### config.mk
export PLATFORM = sky130hd
export DESIGN_NAME = wt_dm_cache
export DESIGN_NICKNAME = d
export VERILOG_FILES = /design/src/rtl/wtc_pkg.sv /design/src/rtl/wtc_lines.sv /design/src/rtl/wtc_seq.sv /design/src/rtl/wt_dm_cache.sv
export SDC_FILE = /design/constraint.sdc
export NUM_CORES = 1
export LEC_CHECK = 0
export BUFFER_PORTS_ARGS = -buffer_cell sky130_fd_sc_hd__buf_2
export CORE_UTILIZATION = 60
export CTS_CLUSTER_DIAMETER = 80
export DETAILED_ROUTE_END_ITERATION = 8
export HOLD_SLACK_MARGIN = 0.12
export MAX_ROUTING_LAYER = met4
export PLACE_DENSITY_LB_ADDON = 0.25
export SETUP_SLACK_MARGIN = 0.5
export SLEW_MARGIN = 20
export SYNTH_ARGS = -nofsm -noshare
export SYNTH_HDL_FRONTEND = slang
export SYNTH_SLANG_ARGS = --single-unit
### constraint.sdc
create_clock -name clk -period 7.4 [get_ports clk]
set_input_delay 1.85 -clock clk [delete_from_list [all_inputs] [get_ports clk]]
set_output_delay 1.85 -clock clk [all_outputs]
set_load 0.1 [all_outputs]
### src/rtl/wtc_pkg.sv
package wtc_pkg;
   typedef enum logic [1:0] {
      WTC_IDLE    = 2'd0,
      WTC_MEM     = 2'd1,
      WTC_RESTART = 2'd2
   } wtc_state_e;
endpackage

### src/rtl/wtc_lines.sv
module wtc_lines #(
   parameter int TAG_W  = 26,
   parameter int IDX_W  = 4,
   parameter int DATA_W = 32,
   parameter int LINES  = 16
) (
   input  logic              clk,
   input  logic              rst_n,
   input  logic [IDX_W-1:0]  lk_idx,
   input  logic [TAG_W-1:0]  lk_tag,
   output logic              lk_hit,
   output logic [DATA_W-1:0] lk_data,
   input  logic              wr_en,
   input  logic [IDX_W-1:0]  wr_idx,
   input  logic [TAG_W-1:0]  wr_tag,
   input  logic [DATA_W-1:0] wr_data
);
   logic [LINES-1:0]  vld;
   logic [TAG_W-1:0]  tag_q  [LINES];
   logic [DATA_W-1:0] word_q [LINES];

   for (genvar g = 0; g < LINES; g++) begin : g_vld
      always_ff @(posedge clk or negedge rst_n) begin
         if (!rst_n)                                 vld[g] <= 1'b0;
         else if (wr_en && wr_idx == IDX_W'(g))      vld[g] <= 1'b1;
      end
   end

   always_ff @(posedge clk) begin
      if (wr_en) begin
         tag_q[wr_idx]  <= wr_tag;
         word_q[wr_idx] <= wr_data;
      end
   end

   assign lk_hit  = vld[lk_idx] && (tag_q[lk_idx] == lk_tag);
   assign lk_data = word_q[lk_idx];
endmodule

### src/rtl/wtc_seq.sv
module wtc_seq
   import wtc_pkg::*;
(
   input  logic       clk,
   input  logic       rst_n,
   input  logic       cpu_req,
   input  logic       cpu_we,
   input  logic       lk_hit,
   input  logic       mem_ack,
   output wtc_state_e state,
   output logic       take,
   output logic       stall
);
   wtc_state_e nxt;
   logic       need_mem;

   assign need_mem = cpu_req && (cpu_we || !lk_hit);
   assign take     = (state == WTC_IDLE) && need_mem;

   always_comb begin
      nxt   = state;
      stall = 1'b0;
      unique case (state)
         WTC_IDLE: begin
            stall = need_mem;
            if (need_mem) nxt = WTC_MEM;
         end
         WTC_MEM: begin
            stall = 1'b1;
            if (mem_ack) nxt = WTC_RESTART;
         end
         WTC_RESTART: nxt = WTC_IDLE;
         default:     nxt = WTC_IDLE;
      endcase
   end

   always_ff @(posedge clk or negedge rst_n) begin
      if (!rst_n) state <= WTC_IDLE;
      else        state <= nxt;
   end
endmodule

### src/rtl/wt_dm_cache.sv
module wt_dm_cache
   import wtc_pkg::*;
#(
   parameter int ADDR_W = 32,
   parameter int DATA_W = 32,
   parameter int LINES  = 16
) (
   input  logic              clk,
   input  logic              rst_n,
   input  logic              cpu_req,
   input  logic              cpu_we,
   input  logic [ADDR_W-1:0] cpu_addr,
   input  logic [DATA_W-1:0] cpu_wdata,
   output logic [DATA_W-1:0] cpu_rdata,
   output logic              cpu_stall,
   output logic              mem_req,
   output logic              mem_we,
   output logic [ADDR_W-1:0] mem_addr,
   output logic [DATA_W-1:0] mem_wdata,
   input  logic              mem_ack,
   input  logic [DATA_W-1:0] mem_rdata
);
   localparam int OFF_W  = $clog2(DATA_W / 8);
   localparam int IDX_W  = (LINES > 1) ? $clog2(LINES) : 1;
   localparam int TAG_W  = ADDR_W - IDX_W - OFF_W;
   localparam int WORD_W = ADDR_W - OFF_W;

   if (LINES < 2 || (LINES & (LINES - 1)) != 0) begin : g_bad_lines
      $error("LINES must be a power of two of at least 2");
   end
   if (DATA_W < 16 || (DATA_W & (DATA_W - 1)) != 0) begin : g_bad_data
      $error("DATA_W must be a power of two of at least 16");
   end
   if (TAG_W < 1) begin : g_bad_tag
      $error("ADDR_W too small for LINES and DATA_W");
   end

   wtc_state_e        state;
   logic              take, lk_hit, wr_en;
   logic [IDX_W-1:0]  cpu_idx, wr_idx;
   logic [TAG_W-1:0]  cpu_tag, wr_tag;
   logic [DATA_W-1:0] wr_data;
   logic [WORD_W-1:0] lat_word;
   logic              lat_we;
   logic [DATA_W-1:0] lat_wdata;

   assign cpu_idx = cpu_addr[OFF_W +: IDX_W];
   assign cpu_tag = cpu_addr[ADDR_W-1 -: TAG_W];

   wtc_seq u_seq (
      .clk     (clk),
      .rst_n   (rst_n),
      .cpu_req (cpu_req),
      .cpu_we  (cpu_we),
      .lk_hit  (lk_hit),
      .mem_ack (mem_ack),
      .state   (state),
      .take    (take),
      .stall   (cpu_stall)
   );

   always_ff @(posedge clk or negedge rst_n) begin
      if (!rst_n) begin
         lat_word  <= '0;
         lat_we    <= 1'b0;
         lat_wdata <= '0;
      end else if (take) begin
         lat_word  <= cpu_addr[ADDR_W-1:OFF_W];
         lat_we    <= cpu_we;
         lat_wdata <= cpu_wdata;
      end
   end

   // a store writes its line on acceptance; a load refills on the acknowledge
   always_comb begin
      if (take) begin
         wr_en   = cpu_we;
         wr_idx  = cpu_idx;
         wr_tag  = cpu_tag;
         wr_data = cpu_wdata;
      end else begin
         wr_en   = (state == WTC_MEM) && mem_ack && !lat_we;
         wr_idx  = lat_word[IDX_W-1:0];
         wr_tag  = lat_word[WORD_W-1 -: TAG_W];
         wr_data = mem_rdata;
      end
   end

   wtc_lines #(
      .TAG_W  (TAG_W),
      .IDX_W  (IDX_W),
      .DATA_W (DATA_W),
      .LINES  (LINES)
   ) u_lines (
      .clk     (clk),
      .rst_n   (rst_n),
      .lk_idx  (cpu_idx),
      .lk_tag  (cpu_tag),
      .lk_hit  (lk_hit),
      .lk_data (cpu_rdata),
      .wr_en   (wr_en),
      .wr_idx  (wr_idx),
      .wr_tag  (wr_tag),
      .wr_data (wr_data)
   );

   assign mem_req   = (state == WTC_MEM);
   assign mem_we    = lat_we;
   assign mem_addr  = {lat_word, {OFF_W{1'b0}}};
   assign mem_wdata = lat_wdata;
endmodule

; ---- Word level (Yosys, flattened, before mapping)
; Memories as Yosys holds them, arrays and structs flattened.
; Cells that the tools add are included.
; Widths: inputs -> output; s select.
[classes]
n_lt_le_gt_ge = 1
eq_ne = 19
mux = 12
reduce_logical = 27
[op_table]
columns = operator, count
row1 = $eq 4x4->1 const B, 8
row2 = $mux 32, 1
row3 = $eq 26x26->1, 1
row4 = $mux 26, 1
row5 = $logic_and 1x1->1, 21
row6 = $eq 4x3->1 const B, 4
row7 = $eq 4x2->1 const B, 2
row8 = $lt 4x5->1 const B, 1
row9 = $bmux 1 s4, 1
row10 = $eq 4x1->1 const B, 1
row11 = $logic_not 4->1, 1
row12 = $mux 1, 4
row13 = $mux 2, 2
row14 = $mux 4, 1
row15 = $ne 2x1->1 const B, 2
row16 = $pmux 2 s2, 1
row17 = $eq 2x1->1 const B, 1
row18 = $logic_not 1->1, 2
row19 = $logic_not 2->1, 1
row20 = $pmux 1 s2, 1
row21 = $reduce_and 2->1, 1
row22 = $logic_or 1x1->1, 1
[word_totals]
register_bits = 81
ram_bits = 928
input_bits = 101
output_inout_bits = 99
wordCells = 81
n_memories = 2
[memory_table]
columns = memory, depth, width, read_ports, rd_ports_with_merged_regs, write_ports, line
row1 = u_lines.word_q, 16, 32, 1, 0, 1, wtc_lines.sv:20  ; logic [DATA_W-1:0] word_q [LINES];
row2 = u_lines.tag_q, 16, 26, 1, 0, 1, wtc_lines.sv:19  ; logic [TAG_W-1:0] tag_q [LINES];

; ---- Depth between registers and ports, before layout
; Gate-level depths: netlist of run 1.
[depth]
depth_word = 10
mapped_depth = 16
depth_no_buf = 10

; ---- By module
; From an unflattened synthesis of run 1, not the netlist that was laid out.
[hier_totals]
hier_cells = 1839
area_unflattened_um2 = 39532.9
[modules_own_cells]
columns = module, n_inst, cells_per_inst, area_per_inst_um2, seq_area_each_um2
row1 = wtc_lines, 1, 1554, 36605.1, 28267.1
row2 = wt_dm_cache, 1, 274, 2830.2, 1576.5
row3 = wtc_seq, 1, 11, 97.6, 50.0

; ---- Least setup slack after synthesis of run 1
; No wires, ideal clock.
[synth_path]
path_type = in2reg
startpoint = in cpu_addr[2]
endpoint = mem u_lines.tag_q[9][0] (enable)
setup_time_ns = 0.474
arrival_time_ns = 6.960
t_required_ns = 6.926
slack_ns = -0.034
path_stages = 12
n_path_buf = 3
path_cell_list = buf_4 -> buf_2 -> buf_2 -> mux4_2 -> o22ai_1 -> nor2_1 -> xor2_1 -> nor4_1 -> nand4_1 -> o21ai_4 -> mux2_2 -> nor2_1
[synth_between]
elab_chain_cells = 10
elab_cells_between_ends = 13
classes_between = eq/ne (1) / mux (6) / reduce/logical (5) / memory (1)
[synth_rtl]
columns = element, line
row1 = from (decl), wt_dm_cache.sv:12  ; input logic [ADDR_W-1:0] cpu_addr,
row2 = $mem_v2 16x26 or $bmux 1 s4 (tied branches), n/a
row3 = $eq 26x26->1 or $mux 1 (tied branches), wtc_lines.sv:36  ; assign lk_hit = vld[lk_idx] && (tag_q[lk_idx] == lk_tag);
row4 = $logic_and 1x1->1, wtc_lines.sv:36
row5 = $logic_not 1->1, wtc_seq.sv:17  ; assign need_mem = cpu_req && (cpu_we || !lk_hit);
row6 = $logic_or 1x1->1, wtc_seq.sv:17
row7 = $logic_and 1x1->1, wtc_seq.sv:17
row8 = $logic_and 1x1->1, wtc_seq.sv:18  ; assign take = (state == WTC_IDLE) && need_mem;
row9 = $mux 1, wt_dm_cache.sv:76  ; if (take) begin
row10 = $mux 1, wtc_lines.sv:30  ; if (wr_en) begin
row11 = $mux 1 (not written as such), wtc_lines.sv:31  ; tag_q[wr_idx] <= wr_tag;
row12 = to (decl), wtc_lines.sv:19
; Several ways; a longest one is shown, not always the timed one. The select of a mux whose other input is x is not followed.

; ---- Worst setup path after layout of run 1
[layout_path]
startpoint = in cpu_addr[2]
endpoint = out cpu_stall
[layout_between]
elab_chain_cells = 7
elab_cells_between_ends = 9
classes_between = eq/ne (1) / mux (3) / reduce/logical (4) / memory (1)
[layout_rtl]
columns = element, line
row1 = $mem_v2 16x26 or $bmux 1 s4 (tied branches), n/a
row2 = $eq 26x26->1 or $mux 1 (tied branches), wtc_lines.sv:36
row3 = $logic_and 1x1->1 (*), wtc_lines.sv:36
row4 = $logic_not 1->1 (*), wtc_seq.sv:17
row5 = $logic_or 1x1->1 (*), wtc_seq.sv:17
row6 = $logic_and 1x1->1 (*), wtc_seq.sv:17
row7 = $pmux 1 s2 (*), wtc_seq.sv:23  ; unique case (state)
row8 = to (decl), wt_dm_cache.sv:15  ; output logic cpu_stall,
; Every way passes the cells marked *; elsewhere a longest branch is shown, timed or not. The select of a mux whose other input is x is not followed.

==> results of run 1 <==
layout make-up:
type / count / area, um2 / share of cell area, %
clock buffers: 128 / 2630 / 5.84
flip-flops and latches: 1009 / 29900 / 66.5
multi-input cells: 623 / 8850 / 19.7
clock inverters: 58 / 633 / 1.41
inverters: 3 / 12.5 / 0.0278
repair buffers: 267 / 1850 / 4.12
well taps: 855 / 1070 / 2.38
flip-flops by register name, indices dropped and copies added, names as in the netlist:
signal,count
mem_wdata,32
u_lines.word_q,512
u_lines.tag_q,416
mem_we,1
u_seq.state,2
u_lines.vld,16
lat_word,30
per-layer routing:
metal | GRT usage (%) | part of all wire, % | up-vias
li1 | - | - | 7787
met1 | 36.3 | 38 | 10100
met2 | 46.5 | 52 | 874
met3 | 3.75 | 7.4 | 150
met4 | 8.12 | 2.4 | 0
met5 | - | 0 | -
power breakdown:
part | leakage (nW) | internal, mW | switching (mW) | total (mW)
combinational | 4.03 | 0.651 | 2.44 | 3.09
sequential | 9.31 | 7.11 | 0.178 | 7.29
clock | 1.60 | 2.90 | 2.10 | 5.00
total | 14.9 | 10.7 | 4.72 | 15.4
cell families (layout without fill, tap and decap cells):
kind of cell              count (synthesis)  after routing  synth area share, %
buffers and inverters                    90            456                 1.31
DFF                                    1009           1009                 76.4
xor gates and xnor gates                 38             38                0.850
AOI/OAI and AO/OA                        81             81                 1.45
and+or+nand+nor                          97             97                 1.19
other                                     1              2              0.00958
muxes                                   405            405                 18.8
placed cells by master, fill, tap and decap left out, types with 6 or more instances in the layout:
cell type / netlist / layout
o21bai_1: 16 / 16
mux2i_1: 51 / 51
nor2_4: 0 / 16
mux2_2: 40 / 40
clkbuf_16: 0 / 98
a221oi_1: 6 / 6
xnor2_1: 19 / 19
bufinv_16: 0 / 11
nand4_1: 6 / 6
clkbuf_1: 26 / 24
clkinv_1: 1 / 19
buf_2: 32 / 191
nand2_1: 25 / 25
clkinv_2: 0 / 20
clkbuf_8: 0 / 7
o22ai_1: 10 / 10
a21oi_1: 8 / 8
edfxtp_1: 928 / 928
buf_12: 0 / 23
nor2b_1: 8 / 8
buf_4: 14 / 46
xor2_1: 19 / 19
mux2_1: 60 / 60
nor2_1: 30 / 14
dfrtp_1: 81 / 81
a31oi_1: 6 / 6
o21ai_0: 13 / 13
mux4_2: 254 / 254
metrics by stage:
stage / setup slack, ps / util, % / cell area (um2) / hold slack [ps] / setup TNS (ps)
2_1_floorplan: -33.6 / - / 39200 / 438 / -9540
3_3_place_gp: 477 / 64.6 / 41700 / 452 / 0
3_5_place_dp: 494 / 64.6 / 41700 / 459 / 0
4_1_cts: 543 / 69.7 / 44900 / 473 / 0
5_1_grt: 474 / 69.7 / 44900 / 488 / 0
6_report: 600 / 69.7 / 44900 / 474 / 0
repair_timing:
action / CTS / global route
setup endpoints to repair: 1 / 6
gates cloned: 0 / 0
resized for setup: 1 / 4
worst paths after layout:
kind / from / to / slack, ps / cells after the start
min in group asynchronous: rst_n / lat_word[19]$_DFFE_PN0P_ / 1120 / 1
max: cpu_addr[2] / cpu_stall / 600 / 11
min: u_lines.vld[5]$_DFFE_PN0P_ / u_lines.vld[5]$_DFFE_PN0P_ / 470 / 1
max in group asynchronous: rst_n / mem_wdata[5]$_DFFE_PN0P_ / 5040 / 2
max reg2reg: u_lines.tag_q[1][2]$_DFFE_PP_ / u_lines.word_q[8][4]$_DFFE_PP_ / 2600 / 10
min reg2reg: u_lines.vld[5]$_DFFE_PN0P_ / u_lines.vld[5]$_DFFE_PN0P_ / 470 / 1
==> qor.csv, run 1 <==
metric,value,unit
clock_latency,660,ps
clock_sinks,1009,
power_density,342,nW/um2
synthTopCellsByCount,"edfxtp_1, mux4_2, dfrtp_1",
finalCriticalPeriod,6800,ps
global_route.overflow_total,0,
n_fill_cell,3833,
area_growth,14.8,%
antenna_found_initial,0,
finalSetupViolations,0,
fin_crit_sh,91.9,%
synth_area,39100,um2
grt_pass1_vias,19600,
dieArea,66300,um2
drc,0,
async_reset_ff_share,8.03,%
path_buf_inv,3,
wl_per_cell,29.8,um
synth-edff-count,928,
cts_tree,done,
fin_nets,2103,
synth_area_leaders,"edfxtp_1, mux4_2, dfrtp_1",
ant_nets,0,
post-cts-setup-buffers,0,
worst_slew_pin_slew,1070,ps
layout.cells.non_filler,2943,
cts_hold_buf,0,
cts_max_path_buffers,3,
maxCapViolCount,0,
crit_slowest_cell,mux4_2,
crit_path_max_incr_delay,540,ps
cp_cell_sequence,buf_8 > buf_4 > mux4_2 > nor2b_1 > o22ai_1 > xnor2_1 > nand4_1 > or3_1 > o21ai_4 > nand2_1 > buf_2,
viasPerCell,6.43,
drt_iter0_drc,1979,
synth_cell_type_count,50,
syn_avg_cell_area,22.7,um2
die_width,257,um
dp.cells,2757,
num_vias,18900,
design.core.area,64500,um2
start_util,60.7,%
grt_max_degree,107,
grt_usage,27.8,%
layout-drive-gt1-share,34.7,%
endpoint_kind,output pin,
hold_viol,0,
fin_skew,22.9,ps
place_congestion,0.777,
synthCells,1721,
path_clk_slew,60,ps
critPathLaunchType,input port,
fmax,147,MHz
antenna_cells,0,
h-tree-depth,3,
yosysMostFrequentCell,edfxtp_1,
slew_violations,0,
critPathArrivalTime,4950,ps
cts_buffers,98,
drt_wl_total,87800,um
ys_warn_count,0,
synth_top_cell_by_area,edfxtp_1,
rsz0062_at_grt,true,
crit_fanout,38,
fp.dieH,257,um
p_total,15.4,mW
crit_family,buffers and inverters,
vdd.ir_drop.worst,351,uV
first_pass_iters,5,
status,finished clean,
synth.yosys.seq_area_share,76.4,%
cellLeakagePower,14.9,nW
cts-root-buf,clkbuf_16,
synth_seq_cells,1009,
ios,200,
relSlewSlack,28.7,%
dp_hpwl,46000,um
synthFlopType,edfxtp_1,
yosysTopAreaCellShare,71.2,%
worstHoldPathType,register to register,
port_buffers,195,
cp_data_required_time,5550,ps
grt_pass1_wl,128000,um
path_class,input port to output pin,
rows,93,
Note: power is estimated with default switching activity, not from simulation.
==> run 2, diff against run 1 <==
--- a/config.mk
+++ b/config.mk
@@ -6,6 +6,7 @@
 export NUM_CORES = 1
 export LEC_CHECK = 0
 export BUFFER_PORTS_ARGS = -buffer_cell sky130_fd_sc_hd__buf_2
+export CORE_ASPECT_RATIO = 1.4
 export CORE_UTILIZATION = 60
 export CTS_CLUSTER_DIAMETER = 80
 export DETAILED_ROUTE_END_ITERATION = 8
==> qor.csv, run 2 (same netlist as run 1, synthesis figures left out) <==
metric,value,unit,change
status,finished clean,,
layout-drive-gt1-share,34.3,%,-0.42 points
start_util,60.8,%,about the same
slew_violations,0,,unchanged
grt_pass1_vias,19500,,-0.59%
worst_slew_pin_slew,1100,ps,+37.4 ps
layout.cells.non_filler,2904,,-1.3%
path_clk_slew,60,ps,about the same
drt_wl_total,87900,um,+0.10%
path_buf_inv,4,,+1
dp.cells,2739,,-0.65%
grt_pass1_wl,129000,um,+0.31%
relSlewSlack,26.3,%,-2.3 points
final_common_cell,edfxtp_1,,
regArea,29900,um2,unchanged
fmax,146,MHz,-0.80%
n_fill_cell,3851,,+0.47%
ant_nets,0,,unchanged
area_growth,13.8,%,
layout_common_cells,"edfxtp_1, mux4_2, buf_2",,
dp_hpwl,46200,um,+0.41%
fin_skew,21.6,ps,-1.24 ps
drt_iter0_drc,2097,,+6.0%
cts_max_path_buffers,3,,unchanged
clock_sinks,1009,,unchanged
dieArea,66300,um2,about the same
rsz0062_at_grt,false,,
cts_hold_buf,0,,unchanged
fin_crit_sh,92.6,%,+0.74 points
power_density,335,nW/um2,-2.1%
cts_tree,done,,
cp_cell_sequence,buf_8 > buf_4 > mux4_2 > nor2b_1 > a211oi_1 > a311oi_1 > buf_4 > nand4_1 > nor3_1 > nand4_1 > o21ai_4 > nand2_1 > buf_2,,
die_width,218,um,-15%
cp_data_required_time,5550,ps,about the same
wl_per_cell,30.3,um,+1.4%
grt_usage,28.1,%,+0.24 points
port_buffers,195,,unchanged
viasPerCell,6.52,,+1.4%
hold_viol,0,,unchanged
fin_nets,2091,,-0.57%
design.core.area,64400,um2,about the same
worst_slack,545,ps,-54.8 ps
rows,110,,+18%
num_vias,18900,,+0.095%
endpoint_kind,output pin,,
grt_max_degree,107,,unchanged
crit_slowest_cell,a311oi_1,,
finalSetupViolations,0,,unchanged
first_pass_iters,5,,unchanged
cts_buffers,89,,-9.2%
multi_input_area,8850,um2,unchanged
cellLeakagePower,14.7,nW,-1.3%
antenna_found_initial,1,,+1
regMostFlops,u_lines.word_q,,
crit_family,buffers and inverters,,
pre_cts_ws,442,ps,-51.9 ps
cts-root-buf,clkbuf_16,,
antenna_cells,0,,unchanged
worstHoldPathType,register to register,,
ios,200,,unchanged
clock_latency,640,ps,-20 ps
path_class,input port to output pin,,
crit_fanout,45,,+18%
fp.dieH,304,um,+18%
critPathLaunchType,input port,,
place_congestion,0.781,,+0.49%
crit_path_max_incr_delay,430,ps,-110 ps
vdd.ir_drop.worst,536,uV,+53%
critPathArrivalTime,5000,ps,+50 ps
drc,0,,unchanged
maxCapViolCount,0,,unchanged
global_route.overflow_total,0,,unchanged
h-tree-depth,3,,unchanged
largest_register_ffs,512,,unchanged
finalCriticalPeriod,6850,ps,+54.8 ps
[run 2: changes by cell type in the layout (fill, tap and decap cells not counted), moves of 2 or more]
| cell | change |
|---|---|
| clkbuf_8 | +4 |
| clkbuf_1 | +5 |
| buf_12 | +2 |
| buf_4 | -4 |
| clkinv_2 | -2 |
| bufinv_16 | -6 |
| inv_16 | -2 |
| clkinv_1 | -12 |
| clkbuf_16 | -6 |
[run 2: final cells by class]
cell class              count  share of cell area, %
multi-input cells         623                   19.9
inverters                   3                 0.0281
well taps                 840                   2.36
clock inverters            34                  0.697
flip-flops and latches   1009                   67.1
clock buffers             131                   5.72
repair buffers            264                   4.18
[run 2: worst reg2reg max path, delay by kind of cell, from the launching register on]
kind                   cells  cell delay (ps)
flip-flops                 1              380
AND/OR/NAND/NOR            3              880
multiplexers               3             1570
buffers and inverters      2              930
AO/OA/AOI/OAI              1              230
XOR/XNOR                   1              320
[run 2: worst paths after layout]
kind                                                from                         endpoint  slack [ps]  depth (start not counted)
min                          u_lines.vld[14]$_DFFE_PN0P_      u_lines.vld[14]$_DFFE_PN0P_         480                          1
min in group asynchronous                          rst_n         lat_word[28]$_DFFE_PN0P_        1190                          1
min reg2reg                  u_lines.vld[14]$_DFFE_PN0P_      u_lines.vld[14]$_DFFE_PN0P_         480                          1
max reg2reg                u_lines.tag_q[7][2]$_DFFE_PP_  u_lines.word_q[6][19]$_DFFE_PP_        2690                         10
max in group asynchronous                          rst_n         mem_wdata[2]$_DFFE_PN0P_        5060                          2
max                                          cpu_addr[4]                        cpu_stall         550                         13
[run 2: what timing repair did]
action,4_1_cts,5_1_grt
pin swaps,0,1
gates resized for setup,1,7
setup buffers,0,0
endpoints found under the setup margin,1,1
[run 2: per-layer routing]
layer,global-route usage (%),share of wire [%],vias up
met3,3.87,7.4,149
li1,-,-,7744
met2,45.6,52,958
met1,37.1,38,10100
met4,9.30,2.8,0
met5,-,0,-
[run 2: through the flow]
| step | util (%) | area [um2] | hold WS [ps] | power, mW | TNS (ps) |
|---|---|---|---|---|---|
| 3_5_place_dp | 64.7 | 41600 | 461 | 10.5 | 0 |
| 3_3_place_gp | 64.7 | 41600 | 452 | 10.4 | 0 |
| 2_1_floorplan | - | 39200 | 438 | 9.69 | -9540 |
| 4_1_cts | 69.1 | 44500 | 478 | 15.0 | 0 |
| 6_report | 69.1 | 44500 | 480 | 14.9 | 0 |
| 5_1_grt | 69.1 | 44500 | 495 | 15.4 | 0 |
[run 2: power breakdown]
group / switching [mW] / total, mW / internal (mW)
clock network: 1.97 / 4.54 / 2.57
logic: 2.44 / 3.09 / 0.653
registers: 0.182 / 7.29 / 7.11
total: 4.59 / 14.9 / 10.3
